`config.mk`:
```
export PLATFORM = sky130hd
export DESIGN_NAME = loop_replay_buf
export DESIGN_NICKNAME = d
export VERILOG_FILES = /design/src/rtl/lrb_pkg.sv /design/src/rtl/lrb_store.sv /design/src/rtl/lrb_ctrl.sv /design/src/rtl/loop_replay_buf.sv
export SDC_FILE = /design/constraint.sdc
export NUM_CORES = 1
export LEC_CHECK = 0
export BUFFER_PORTS_ARGS = -buffer_cell sky130_fd_sc_hd__buf_2
export CAP_MARGIN = 20
export CORE_MARGIN = 5
export CORE_UTILIZATION = 35
export DETAILED_ROUTE_END_ITERATION = 6
export GPL_ROUTABILITY_DRIVEN = 0
export PLACE_DENSITY = 0.54
export SETUP_SLACK_MARGIN = 0.5
export SLEW_MARGIN = 20
export SYNTH_ARGS = -nofsm -noshare
export SYNTH_HDL_FRONTEND = slang
export SYNTH_SLANG_ARGS = --single-unit
export TNS_END_PERCENT = 1
```
`constraint.sdc`:
```
create_clock -name clk -period 4.2 [get_ports clk]
set_input_delay 0.42 -clock clk [delete_from_list [all_inputs] [get_ports clk]]
set_output_delay 0.42 -clock clk [all_outputs]
set_load 0.005 [all_outputs]
```
`src/rtl/lrb_pkg.sv`:
```
package lrb_pkg;

  typedef enum logic [1:0] {
    ST_IDLE    = 2'd0,
    ST_CAPTURE = 2'd1,
    ST_REPLAY  = 2'd2,
    ST_ABORT   = 2'd3
  } lrb_state_e;

  // Next read position in a loop of 'len' entries, wrapping to zero.
  function automatic int unsigned wrap_next(int unsigned ptr, int unsigned len);
    return (ptr + 1 >= len) ? 0 : ptr + 1;
  endfunction

  // A loop of 'len' micro-ops may be locked only if it is shorter than the store.
  function automatic bit loop_fits(int unsigned len, int unsigned depth);
    return len < depth;
  endfunction

endpackage

```
`src/rtl/lrb_store.sv`:
```
module lrb_store #(
  parameter int DEPTH = 28,
  parameter int UOP_W = 32,
  localparam int IDX_W = $clog2(DEPTH)
) (
  input  logic             clk,
  input  logic             rst_n,
  input  logic             wr_en,
  input  logic [IDX_W-1:0] wr_idx,
  input  logic [UOP_W-1:0] wr_data,
  input  logic [IDX_W-1:0] rd_idx,
  output logic [UOP_W-1:0] rd_data
);

  logic [UOP_W-1:0] mem [DEPTH];

  always_ff @(posedge clk) begin
    if (wr_en) mem[wr_idx] <= wr_data;
  end

  assign rd_data = mem[rd_idx];

  // the recording never writes beyond the store
  assert_wr_in_range_R4: assert property (@(posedge clk) disable iff (!rst_n)
    wr_en |-> (32'(wr_idx) < DEPTH));

endmodule

```
`src/rtl/lrb_ctrl.sv`:
```
module lrb_ctrl
  import lrb_pkg::*;
#(
  parameter int DEPTH = 28,
  parameter int TAG_W = 8,
  localparam int IDX_W = $clog2(DEPTH),
  localparam int CNT_W = $clog2(DEPTH + 1)
) (
  input  logic             clk,
  input  logic             rst_n,
  input  logic             xfer_in,
  input  logic             br_back,
  input  logic [TAG_W-1:0] br_tag,
  input  logic             redirect,
  input  logic             iss_ready,
  output lrb_state_e       st,
  output logic             wr_en,
  output logic [IDX_W-1:0] wr_idx,
  output logic [IDX_W-1:0] rd_ptr
);

  logic [CNT_W-1:0] cap_cnt;
  logic [CNT_W-1:0] loop_len;
  logic [TAG_W-1:0] lock_tag;

  // Named internal events
  logic start_ev, store_ev, close_ev, overflow_ev, adv_ev, wrap_ev;
  logic len_ok;

  assign len_ok      = loop_fits(32'(cap_cnt) + 1, DEPTH);
  assign start_ev    = (st == ST_IDLE) && xfer_in && br_back && !redirect;
  assign store_ev    = (st == ST_CAPTURE) && xfer_in && !redirect && len_ok;
  assign overflow_ev = (st == ST_CAPTURE) && xfer_in && !redirect && !len_ok;
  assign close_ev    = store_ev && br_back && (br_tag == lock_tag);
  assign adv_ev      = (st == ST_REPLAY) && iss_ready && !redirect;
  assign wrap_ev     = adv_ev && (32'(rd_ptr) + 1 == 32'(loop_len));

  assign wr_en  = store_ev;
  assign wr_idx = cap_cnt[IDX_W-1:0];

  always_ff @(posedge clk) begin
    if (!rst_n) begin
      st       <= ST_IDLE;
      cap_cnt  <= '0;
      loop_len <= '0;
      lock_tag <= '0;
      rd_ptr   <= '0;
    end else begin
      unique case (st)
        ST_IDLE: begin
          if (start_ev) begin
            st       <= ST_CAPTURE;
            cap_cnt  <= '0;
            lock_tag <= br_tag;
          end
        end
        ST_CAPTURE: begin
          if (redirect) begin
            st <= ST_IDLE;
          end else if (overflow_ev) begin
            st <= ST_ABORT;
          end else if (close_ev) begin
            st       <= ST_REPLAY;
            loop_len <= cap_cnt + 1'b1;
            rd_ptr   <= '0;
          end else if (store_ev) begin
            cap_cnt <= cap_cnt + 1'b1;
          end
        end
        ST_REPLAY: begin
          if (redirect) begin
            st <= ST_IDLE;
          end else if (adv_ev) begin
            rd_ptr <= IDX_W'(wrap_next(32'(rd_ptr), 32'(loop_len)));
          end
        end
        ST_ABORT: begin
          if (redirect) st <= ST_IDLE;
        end
        default: st <= ST_IDLE;
      endcase
    end
  end

  // a recording in progress never holds DEPTH or more entries
  assert_cap_bound_R4: assert property (@(posedge clk) disable iff (!rst_n)
    (st == ST_CAPTURE) |-> (32'(cap_cnt) < DEPTH));

  // the read position stays inside the locked loop
  assert_ptr_in_loop_R5: assert property (@(posedge clk) disable iff (!rst_n)
    (st == ST_REPLAY) |-> (rd_ptr < loop_len[IDX_W-1:0] || 32'(loop_len) == DEPTH));

  // wrapping lands on entry zero in the very next cycle
  assert_wrap_zero_R5: assert property (@(posedge clk) disable iff (!rst_n)
    wrap_ev |=> (st == ST_REPLAY && rd_ptr == '0));

  // no advance while issue holds off
  assert_hold_on_stall_R6: assert property (@(posedge clk) disable iff (!rst_n)
    (st == ST_REPLAY && !iss_ready && !redirect) |=> (st == ST_REPLAY && $stable(rd_ptr)));

  // a redirect ends both replay and recording
  assert_redirect_exit_R8: assert property (@(posedge clk) disable iff (!rst_n)
    (redirect && (st == ST_REPLAY || st == ST_CAPTURE)) |=> (st == ST_IDLE));

endmodule

```
`src/rtl/loop_replay_buf.sv`:
```
module loop_replay_buf
  import lrb_pkg::*;
#(
  parameter int DEPTH = 28,
  parameter int UOP_W = 32,
  parameter int TAG_W = 8
) (
  input  logic             clk,
  input  logic             rst_n,
  input  logic             dec_valid,
  output logic             dec_ready,
  input  logic [UOP_W-1:0] dec_uop,
  input  logic             br_back,
  input  logic [TAG_W-1:0] br_tag,
  input  logic             redirect,
  output logic             iss_valid,
  input  logic             iss_ready,
  output logic [UOP_W-1:0] iss_uop,
  output logic             fetch_gate,
  output logic             dec_gate
);

  localparam int IDX_W = $clog2(DEPTH);

  lrb_state_e       st;
  logic             xfer_in;
  logic             in_replay;
  logic             replay_live;
  logic             wr_en;
  logic [IDX_W-1:0] wr_idx;
  logic [IDX_W-1:0] rd_ptr;
  logic [UOP_W-1:0] rd_data;

  assign in_replay   = (st == ST_REPLAY);
  assign replay_live = in_replay && !redirect;

  assign dec_ready  = in_replay ? 1'b0 : iss_ready;
  assign iss_valid  = in_replay ? replay_live : dec_valid;
  assign iss_uop    = in_replay ? rd_data : dec_uop;
  assign fetch_gate = replay_live;
  assign dec_gate   = replay_live;
  assign xfer_in    = dec_valid && dec_ready;

  lrb_ctrl #(.DEPTH(DEPTH), .TAG_W(TAG_W)) u_ctrl (
    .clk       (clk),
    .rst_n     (rst_n),
    .xfer_in   (xfer_in),
    .br_back   (br_back),
    .br_tag    (br_tag),
    .redirect  (redirect),
    .iss_ready (iss_ready),
    .st        (st),
    .wr_en     (wr_en),
    .wr_idx    (wr_idx),
    .rd_ptr    (rd_ptr)
  );

  lrb_store #(.DEPTH(DEPTH), .UOP_W(UOP_W)) u_store (
    .clk     (clk),
    .rst_n   (rst_n),
    .wr_en   (wr_en),
    .wr_idx  (wr_idx),
    .wr_data (dec_uop),
    .rd_idx  (rd_ptr),
    .rd_data (rd_data)
  );

  // while fetch is gated the decode side is held off and issue is fed
  assert_gate_blocks_decode_R7: assert property (@(posedge clk) disable iff (!rst_n)
    fetch_gate |-> (!dec_ready && iss_valid && dec_gate));

  // gating is released in the cycle of the redirect
  assert_redirect_ungates_R8: assert property (@(posedge clk) disable iff (!rst_n)
    redirect |-> (!fetch_gate && !dec_gate));

  // nothing is written unless a micro-op was actually accepted
  assert_write_needs_xfer_R4: assert property (@(posedge clk) disable iff (!rst_n)
    wr_en |-> xfer_in);

endmodule

```
==> results.md, run 1 <==
* Status: finished clean
* Peak VDD IR at 0.0003364 V
* P_leak at roughly 13 nW
* Synth cell types at 50
* Power per standard cell area at 449.2 nW/um^2
* Setup TNS at 0 ps
* DRT iter0 DRCs at 1540
* CTS H-tree depth at 3
* Drt via density at 5.279
* TritonCTS clock tree: done
* Wire per inst at 26.19 um
* Vias in the first global route at ~19000
* Critical path type: register to output port
* Async SR Flop Fraction at 0
* Gr ovfl total at 0
* Top cells by count, synth: edfxtp_1 (896), mux4_2 (224), mux2i_1 (73), nor2_1 (70), a21oi_1 (69)
* Largest area contributor in the netlist: edfxtp_1
* Worst skew pair latency at 670 ps
* Root Driver: clkbuf_16
* Final Hold Fails at 0
* Syn-to-layout area delta at 16.95%
* Crit Path Max Fanout at 34
* Critical Path End Type: output port
* Worst hold path type: input port to register
* Worst-Margin Slew at 913.5 ps
* Syn_area_per_cell at 20.90 sq um
* Tot GR Track Use at 0.1568
* Fraction of layout cells with a size suffix above 1 at 0.2846
* Maximum root-to-sink buffer count at 3
* Final WL at 88280 um
* Slew headroom at 0.3910
* Slew Viols, Final at 0
* Final HPWL DP at 48460 um
* Largest net degree at the start of global routing at 63
* Number of synthesized flops with an enable pin at 896
* Cell Rows at 117
* Hold_ws at between 60 and 70 ps
* Die area at 109800 sq um
* Post-synth top area share at 0.7446
* Clock skew at 42.66 ps
* Crit start category: register
* Most frequent cell after synthesis: edfxtp_1
* Seq/Total Area, Yosys at 0.7612
* Worst Path Required at 3780 ps
* Antenna viol nets, final at 0
* Die H at 331.3 um
* Syn Inst Count at between 1500 and 2000
* Antenna violations before repair at 9
* DR vias at 17790
* Clock transition at path regs at 60 ps
* DRC at 0
* Final setup margin at about 540 ps
* Area contributors post-synth: edfxtp_1 (74%), mux4_2 (14%), mux2i_1 (2.0%)
* First-pass GRT wire length at 128600 um
* First drt pass iteration count at 7
* RSZ-0062 raised after global routing: true
* Num CTS Buffers at between 90 and 100
* #FFs+latches synth at between 900 and 1000
* MaxCap Viol Count at 0
* Fin crit period at 3663 ps
* Arrival @ worst endpoint at 3240 ps
* Sink Count at 926
* Io pins at 82
* Fmax achieved at 273.0 MHz
* Ys Warns at 0
* Synthesized cell area at approximately 36000 sq um
* CORE AREA at between 100000 and 150000 sq um
* Ys flop type: edfxtp_1
* Starting Density at 0.3536
* Port Buffer Count at 81
* Final period util at 0.8722
* # setup viols final at 0
* # nets final at 1978
* Die Wd at 331.3 um
* DP Worst Slack at 873.2 ps
-- where the power goes --
group          leakage, nW  switching [mW]  internal [mW]  total [mW]
registers             8.32         0.00749           10.1        10.2
clock network         1.56            3.55           5.04        8.59
logic                 2.99           0.190         0.0524       0.242
total                 12.9            3.74           15.2        19.0
-- path summary, 6_finish.rpt --
path,cells past startpoint,to,startpoint,slack [ps]
max,8,iss_uop[15],register,540
min,3,u_ctrl.lock_tag[1],br_tag[1],70
max reg2reg,6,u_store.mem[18][11],u_ctrl.wr_idx[1],910
min reg2reg,2,u_ctrl.rd_ptr[1],u_ctrl.rd_ptr[1],520
-- per-stage QoR --
step / total power, mW / cells / area [sq um] / util
floorplan: 10.40 / 1760 / 36250 / -
global placement: 10.58 / 3187 / 38910 / 0.3808
detailed placement: 10.60 / 3187 / 38910 / 0.3808
CTS: 19.18 / 3365 / 42180 / 0.4128
global route: 19.57 / 3367 / 42250 / 0.4135
finish: 18.98 / 3371 / 42260 / 0.4136
-- registers in the layout, indices dropped and copies added (netlist names), named ones only --
signal and cells:
u_ctrl.st 2, u_ctrl.rd_ptr 5, u_store.mem 896, u_ctrl.wr_idx 5, u_ctrl.loop_len 5, u_ctrl.lock_tag 8
-- cells in the final DEF, fill, tap and decap left out, drive strengths merged, types with 2 or more instances in the layout --
master / count
edfxtp: 896
mux4: 224
buf: 160
clkbuf: 108
mux2i: 73
nor2: 70
a21oi: 69
nor2b: 45
o21ai: 45
clkinv: 44
a22oi: 33
conb: 32
a211oi: 32
dfxtp: 30
nand2: 16
inv: 15
bufinv: 14
nand3: 12
xnor2: 12
ha: 10
a21boi: 8
or3: 5
clkinvlp: 5
diode: 4
and2: 4
nand2b: 4
a31o: 4
nand3b: 3
xor2: 2
nor3: 2
a21o: 2
nand4: 2
o21a: 2
o22ai: 2
a2111oi: 2
-- critical path: stages, from the launching register on --
cell      delay, ps
dfxtp_4         450
buf_16          280
mux4_2          540
nor2b_1         140
a211oi_1        220
a21oi_1          80
a22oi_1         340
o21ai_0         270
buf_2           230
-- layer usage --
layer / vias to the layer above / part of all wire / GRT usage / routed length [um]
li1: 7570 / - / - / -
met1: 9629 / 0.44 / 0.2167 / 38540
met2: 467 / 0.49 / 0.2608 / 43370
met3: 122 / 0.053 / 0.03145 / 4710
met4: 6 / 0.018 / 0.03247 / 1608
met5: - / 0.00051 / 0 / 45
-- cell type report --
cell class / instances / area [sq um]
fill: 9043 / 59920
sequential: 926 / 27520
multi-input combinational: 727 / 8508
clock buffer: 106 / 2419
tap: 1368 / 1712
timing repair buffer: 162 / 1265
clock inverter: 67 / 783.3
inverter: 11 / 41.29
antenna: 4 / 10.01
-- cell families (layout without fill, tap and decap cells) --
| family | count (synthesis) | after routing | synth area share |
|---|---|---|---|
| adder cells (fa/ha/maj) | 10 | 10 | 0.003463 |
| AO/OA/AOI/OAI | 206 | 206 | 0.03622 |
| XOR/XNOR | 14 | 14 | 0.003394 |
| AND/OR/NAND/NOR | 168 | 168 | 0.02320 |
| flip-flops | 926 | 926 | 0.7612 |
| multiplexers | 297 | 297 | 0.1598 |
| other | 1 | 36 | 0.0001038 |
| buffers and inverters | 107 | 346 | 0.01254 |
-- repair_timing --
item	in CTS	in global routing
gates resized for setup	4	4
buffers inserted	5	0
hold buffers	0	0
gates cloned	0	2
pin swaps	0	0
setup endpoints to repair	28	24
(Power assumes the default switching activity.)
==> run 2, diff against run 1 <==
Settings changed: RECOVER_POWER set to 100.
==> results.md, run 2 (same netlist as run 1, synthesis figures left out) <==
* Final WL at 88130 um (was 88280 um)
* Reg with most FFs: u_store.mem (unchanged)
* # nets final at 1978 (unchanged)
* Syn-to-layout area delta at 16.32% (was 16.95%)
* Worst Path Required at 3780 ps (about the same)
* Arrival @ worst endpoint at 3390 ps (was 3240 ps)
* TritonCTS clock tree: done (unchanged)
* Cell Rows at 117 (unchanged)
* Slew headroom at 0.01289 (was 0.3910)
* Most common cell after layout, fill and taps aside: edfxtp_1 (unchanged)
* Crit-path leading delay family: buffers and inverters (was compound AO/OA/AOI/OAI gates)
* Gr ovfl total at 0 (unchanged)
* Sink Count at 926 (unchanged)
* DRT iter0 DRCs at 1558 (was 1540)
* Fin crit period at 3812 ps (was 3663 ps)
* CP Cell Sequence: nand2b_1, clkbuf_2, a22oi_1, o21ai_0, clkbuf_1 (was buf_16, mux4_2, nor2b_1, a211oi_1, a21oi_1, a22oi_1, o21ai_0, buf_2)
* Setup TNS at 0 ps (unchanged)
* Fmax achieved at 262.4 MHz (was 273.0 MHz)
* Critical Path Max Stage Delay at 1130 ps (was 540 ps)
* Vias in the first global route at 18790 (unchanged)
* DRC at 0 (unchanged)
* Final Hold Fails at 0 (unchanged)
* Clock skew at 41.27 ps (was 42.66 ps)
* Antenna viol nets, final at 0 (unchanged)
* Wire per inst at 26.16 um (was 26.19 um)
* Cell internal pwr at 15.24 mW (about the same)
* CP Depth at 5 (was 8)
* Drt via density at 5.291 (was 5.279)
* Critical path type: register to output port (unchanged)
* Largest net degree at the start of global routing at 63 (unchanged)
* R2R depth at 6 (unchanged)
* Combinational power share at 0.012 (was 0.013)
* Switch Pwr at 3.755 mW (was 3.744 mW)
* Worst hold path type: input port to register (unchanged)
* Status: finished clean (unchanged)
* Die H at 331.3 um (unchanged)
* Setup crit start: u_ctrl.st[0]
* MaxCap Viol Count at 0 (unchanged)
* Slew Viols, Final at 0 (unchanged)
* Io pins at 82 (unchanged)
* CORE AREA at 102200 sq um (unchanged)
* Clock transition at path regs at 60 ps (about the same)
* Slowest cell on the critical path: clkbuf_2 (was mux4_2)
* Post-route core utilization at 0.4113 (was 0.4136)
* Root Driver: clkbuf_16 (unchanged)
* First-pass GRT wire length at 128600 um (unchanged)
* Worst skew pair latency at 670 ps (about the same)
* P_leak at 12.68 nW (was 12.87 nW)
* Most frequent cells in the layout: edfxtp_1 (896), mux4_2 (224), clkbuf_16 (97) (unchanged)
* CTS H-tree depth at 3 (unchanged)
* Crit Path Max Fanout at 35 (was 34)
* Worst-Margin Slew at 1481 ps (was 913.5 ps)
* Worst path bufs/invs at 2 (unchanged)
* Starting Density at 0.3536 (unchanged)
* RSZ-0062 raised after global routing: true (unchanged)
* Critical Path End Type: output port (unchanged)
* Largest register FFs at 896 (unchanged)
* Cts hold-fix bufs at 0 (unchanged)
* DR vias at 17830 (was 17790)
* FF-to-FF Start: u_ctrl.wr_idx[1] (unchanged)
* Final period util at 0.9075 (was 0.8722)
* Hold Startpoint: br_tag[1] (unchanged)
* Tot GR Track Use at 0.1568 (unchanged)
* Power per standard cell area at 451.8 nW/um^2 (was 449.2 nW/um^2)
* WHS Path Cells at 3 (unchanged)
* Die area at 109800 sq um (unchanged)
* Crit start category: register (unchanged)
* Part of the power in the clock network at 0.453 (was 0.452)
* Final HPWL DP at 48460 um (unchanged)
* Antenna violations before repair at 6 (was 9)
* # setup viols final at 0 (unchanged)
* First drt pass iteration count at 5 (was 7)
* Port Buffer Count at 81 (unchanged)
* Maximum root-to-sink buffer count at 3 (unchanged)
* Die Wd at 331.3 um (unchanged)
* Num CTS Buffers at 94 (unchanged)
* Flop pwr share at 0.535 (about the same)
* Sw Share at 0.1977 (was 0.1972)
* Fraction of layout cells with a size suffix above 1 at 0.2521 (was 0.2846)
* Biggest regs: u_store.mem x896, u_ctrl.lock_tag x8 (unchanged)
* Pwr Total at 18.99 mW (was 18.98 mW)
* Peak VDD IR at 0.0003261 V (was 0.0003364 V)
## run 2: changes by cell type in the layout (fill, tap and decap cells not counted), sizes merged
cell / change
buf: -92
diode: -2
clkbuf: +92
## run 2: what timing repair did
action | CTS | global route
cloned | 0 | 2
gates resized for setup | 4 | 4
endpoints found under the setup margin | 28 | 24
setup buffers | 5 | 0
## run 2: path summary, 6_finish.rpt
check / to / slack, ps
worst max register to register: u_store.mem[21][18] / 400
worst max-delay path: iss_uop[15] / 390
worst min register to register: u_ctrl.rd_ptr[1] / 520
worst min-delay path: u_ctrl.lock_tag[1] / 70
## run 2: per-layer routing
| layer | up-vias | track usage | wire [um] |
|---|---|---|---|
| li1 | 7568 | - | - |
| met3 | 114 | 0.03145 | 4723 |
| met5 | - | 0 | 31 |
| met4 | 4 | 0.03247 | 1570 |
| met1 | 9670 | 0.2167 | 38320 |
| met2 | 471 | 0.2608 | 43480 |
## run 2: stage by stage
| stage | instance area (sq um) | worst slack [ps] | instances | hold WS [ps] |
|---|---|---|---|---|
| final | 42030 | 388.3 | 3369 | 67.11 |
| after global routing | 42030 | 201.2 | 3367 | 78.21 |
| after CTS | 42180 | 435.1 | 3365 | 27.59 |
| after detailed placement | 38910 | 873.2 | 3187 | 513.4 |
| after global placement | 38910 | 888.3 | 3187 | 508.0 |
| after floorplan | 36250 | 838.2 | 1760 | 483.3 |
## run 2: final cells by class
class,instances,area (sq um)
Sequential cell,926,27520
Multi-Input combinational cell,727,8438
Clock inverter,67,783.3
Timing Repair Buffer,162,1112
Antenna cell,2,5.005
Tap cell,1368,1712
Fill cell,9086,60150
Inverter,11,41.29
Clock buffer,106,2419
## run 2: worst min-delay path, cell delays in order
cell	delay [ps]
buf_2	90
mux2i_1	60
nor2b_1	90
## run 2: power groups by stage
stage	registers [mW]	clock network [mW]	logic, mW
2_1_floorplan	10.4	0	0.0509
3_3_place_gp	10.3	0	0.231
3_5_place_dp	10.4	0	0.245
4_1_cts	10.2	8.78	0.245
5_1_grt	10.2	9.15	0.260
6_report	10.2	8.60	0.234
==> run 3, diff against run 2 <==
Settings changed: CORE_MARGIN 5 to not set.
==> results.md, run 3 (same netlist as run 1, synthesis figures left out) <==
* Status: finished clean (unchanged)
* Final WL at 88610 um (was 88130 um)
* Antenna violations before repair at 8 (was 6)
* Num CTS Buffers at 99 (was 94)
* Worst-Margin Slew at 1447 ps (was 1481 ps)
* Worst hold path type: input port to register (unchanged)
* Maximum root-to-sink buffer count at 3 (unchanged)
* Gr ovfl total at 0 (unchanged)
* Slowest cell on the critical path: mux4_2 (was clkbuf_2)
* Largest register FFs at 896 (unchanged)
* Crit-path leading delay family: buffers and inverters (unchanged)
* Power per standard cell area at 446.0 nW/um^2 (was 451.8 nW/um^2)
* TritonCTS clock tree: done (unchanged)
* Largest net degree at the start of global routing at 45 (was 63)
* Final Hold Fails at 0 (unchanged)
* Reg with most FFs: u_store.mem (unchanged)
* DR vias at 17740 (was 17830)
* Io pins at 82 (unchanged)
* Die Wd at 323.3 um (was 331.3 um)
* Post-route cell area at 42140 sq um (was 42030 sq um)
* First-pass GRT wire length at 127900 um (was 128600 um)
* Crit Path Max Fanout at 21 (was 35)
* Die area at 104500 sq um (was 109800 sq um)
* Worst path bufs/invs at 4 (was 2)
* Critical Path End Type: output port (unchanged)
* CTS H-tree depth at 3 (unchanged)
* Cell Rows at 117 (unchanged)
* Arrival @ worst endpoint at 3320 ps (was 3390 ps)
* Vias in the first global route at 18500 (was 18790)
* RSZ-0062 raised after global routing: true (unchanged)
* Most frequent cells in the layout: edfxtp_1 (896), mux4_2 (224), clkbuf_16 (103) (was edfxtp_1 (896), mux4_2 (224), clkbuf_16 (97))
* DRC at 0 (unchanged)
* Clock skew at 15.20 ps (was 41.27 ps)
* Reg2Reg Setup Slack at 530 ps (was 400 ps)
* Finished Layout Cells at 3393 (was 3369)
* Slew headroom at 0.03561 (was 0.01289)
* Crit start category: register (unchanged)
* Dpl cell area at 39070 sq um (was 38910 sq um)
* Final period util at 0.8907 (was 0.9075)
* Fill count at 8942 (was 9086)
* WHS Path Cells at 3 (unchanged)
* Setup TNS at 0 ps (unchanged)
* Critical Path Max Stage Delay at 560 ps (was 1130 ps)
* CP Cell Sequence: buf_12, buf_16, clkbuf_2, mux4_2, a211oi_1, a21oi_1, a22oi_1, o21ai_0, buf_2 (was nand2b_1, clkbuf_2, a22oi_1, o21ai_0, clkbuf_1)
* Slew Viols, Final at 0 (unchanged)
* DRT iter0 DRCs at 1520 (was 1558)
* Port Buffer Count at 81 (unchanged)
* Most common cell after layout, fill and taps aside: edfxtp_1 (unchanged)
* Fmax achieved at 267.3 MHz (was 262.4 MHz)
* Worst skew pair latency at 660 ps (was 670 ps)
* Clock transition at path regs at 60 ps (about the same)
* Inst Count DP at 3192 (was 3187)
* ANT cells at 0 (was 2)
* CP Depth at 9 (was 5)
* Final HPWL DP at 47880 um (was 48460 um)
* Wire per inst at 26.12 um (was 26.16 um)
* First drt pass iteration count at 5 (unchanged)
* Biggest regs: u_store.mem x896, u_ctrl.lock_tag x8 (unchanged)
* MaxCap Viol Count at 0 (unchanged)
* Critical path type: register to output port (unchanged)
* P_leak at 12.74 nW (was 12.68 nW)
* Drt via density at 5.228 (was 5.291)
* Antenna viol nets, final at 0 (unchanged)
* Worst Path Required at 3780 ps (about the same)
* Tot GR Track Use at 0.1703 (was 0.1568)
* # nets final at 2001 (was 1978)
* # setup viols final at 0 (unchanged)
* Peak VDD IR at 0.0002689 V (was 0.0003261 V)
* Sink Count at 926 (unchanged)
* CORE AREA at 102000 sq um (was 102200 sq um)
* Root Driver: clkbuf_16 (unchanged)
* Die H at 323.3 um (was 331.3 um)
* Syn-to-layout area delta at 16.63% (was 16.32%)
* Fraction of layout cells with a size suffix above 1 at 0.2548 (was 0.2521)
* Starting Density at 0.3541 (was 0.3536)
* Fin crit period at 3741 ps (was 3812 ps)
* R2R depth at 8 (was 6)
==> run 3: cell count changes in the layout (fill, tap and decap cells not counted), moves of 7 or more <==
cell | before | now
buf_2 | 28 | 37
buf_4 | 25 | 42
bufinv_16 | 14 | 7
clkbuf_1 | 65 | 76
clkbuf_2 | 23 | 9
clkinv_1 | 20 | 29
nor2_1 | 49 | 42
==> run 3: worst min-delay path: stages <==
cell,delay [ps]
buf_2,90
mux2i_1,60
nor2b_1,100
==> run 3: timing repair <==
item,CTS,global route
buffers inserted,0,16
hold buffers,3,0
gates cloned,0,1
gates resized for setup,0,10
endpoints found under the setup margin,22,28
endpoints found under the hold margin,3,0
==> run 3: area by class of cell <==
class | instances | area (sq um) | area share
clock buffers | 123 | 2631 | 0.06244
flip-flops and latches | 926 | 27520 | 0.6530
well taps | 1368 | 1712 | 0.04062
inverters | 11 | 41.29 | 0.0009798
multi-input cells | 727 | 8481 | 0.2012
repair buffers | 180 | 1281 | 0.03040
clock inverters | 58 | 476.7 | 0.01131
==> run 3: metal layers <==
layer | GRT usage | part of all wire
met4 | 0.04276 | 0.015
met2 | 0.2744 | 0.48
met3 | 0.02949 | 0.052
met5 | 0 | 0.00078
met1 | 0.2394 | 0.45
==> run 3: path summary, 6_finish.rpt <==
check | from | to
setup / recovery | register | iss_uop[28]
hold / removal | br_tag[6] | u_ctrl.lock_tag[6]
setup reg to reg | u_ctrl.wr_idx[0] | u_store.mem[19][31]
hold reg to reg | u_ctrl.rd_ptr[1] | u_ctrl.rd_ptr[1]
==> run 3: power by group <==
part           internal, mW  leakage [nW]  switching [mW]
Combinational        0.0464          2.90           0.185
Sequential             10.2          8.32         0.00800
Clock                  4.86          1.52            3.54
==> run 3: per-stage QoR <==
stage	utilization	power, mW	hold slack [ps]	setup WS [ps]
2_1_floorplan	-	10.40	483.3	838.2
3_3_place_gp	0.3829	10.58	502.2	1003
3_5_place_dp	0.3829	10.59	516.0	1074
4_1_cts	0.4136	18.98	1.979	346.0
5_1_grt	0.4130	19.32	40.85	222.3
6_report	0.4130	18.80	48.61	459.2
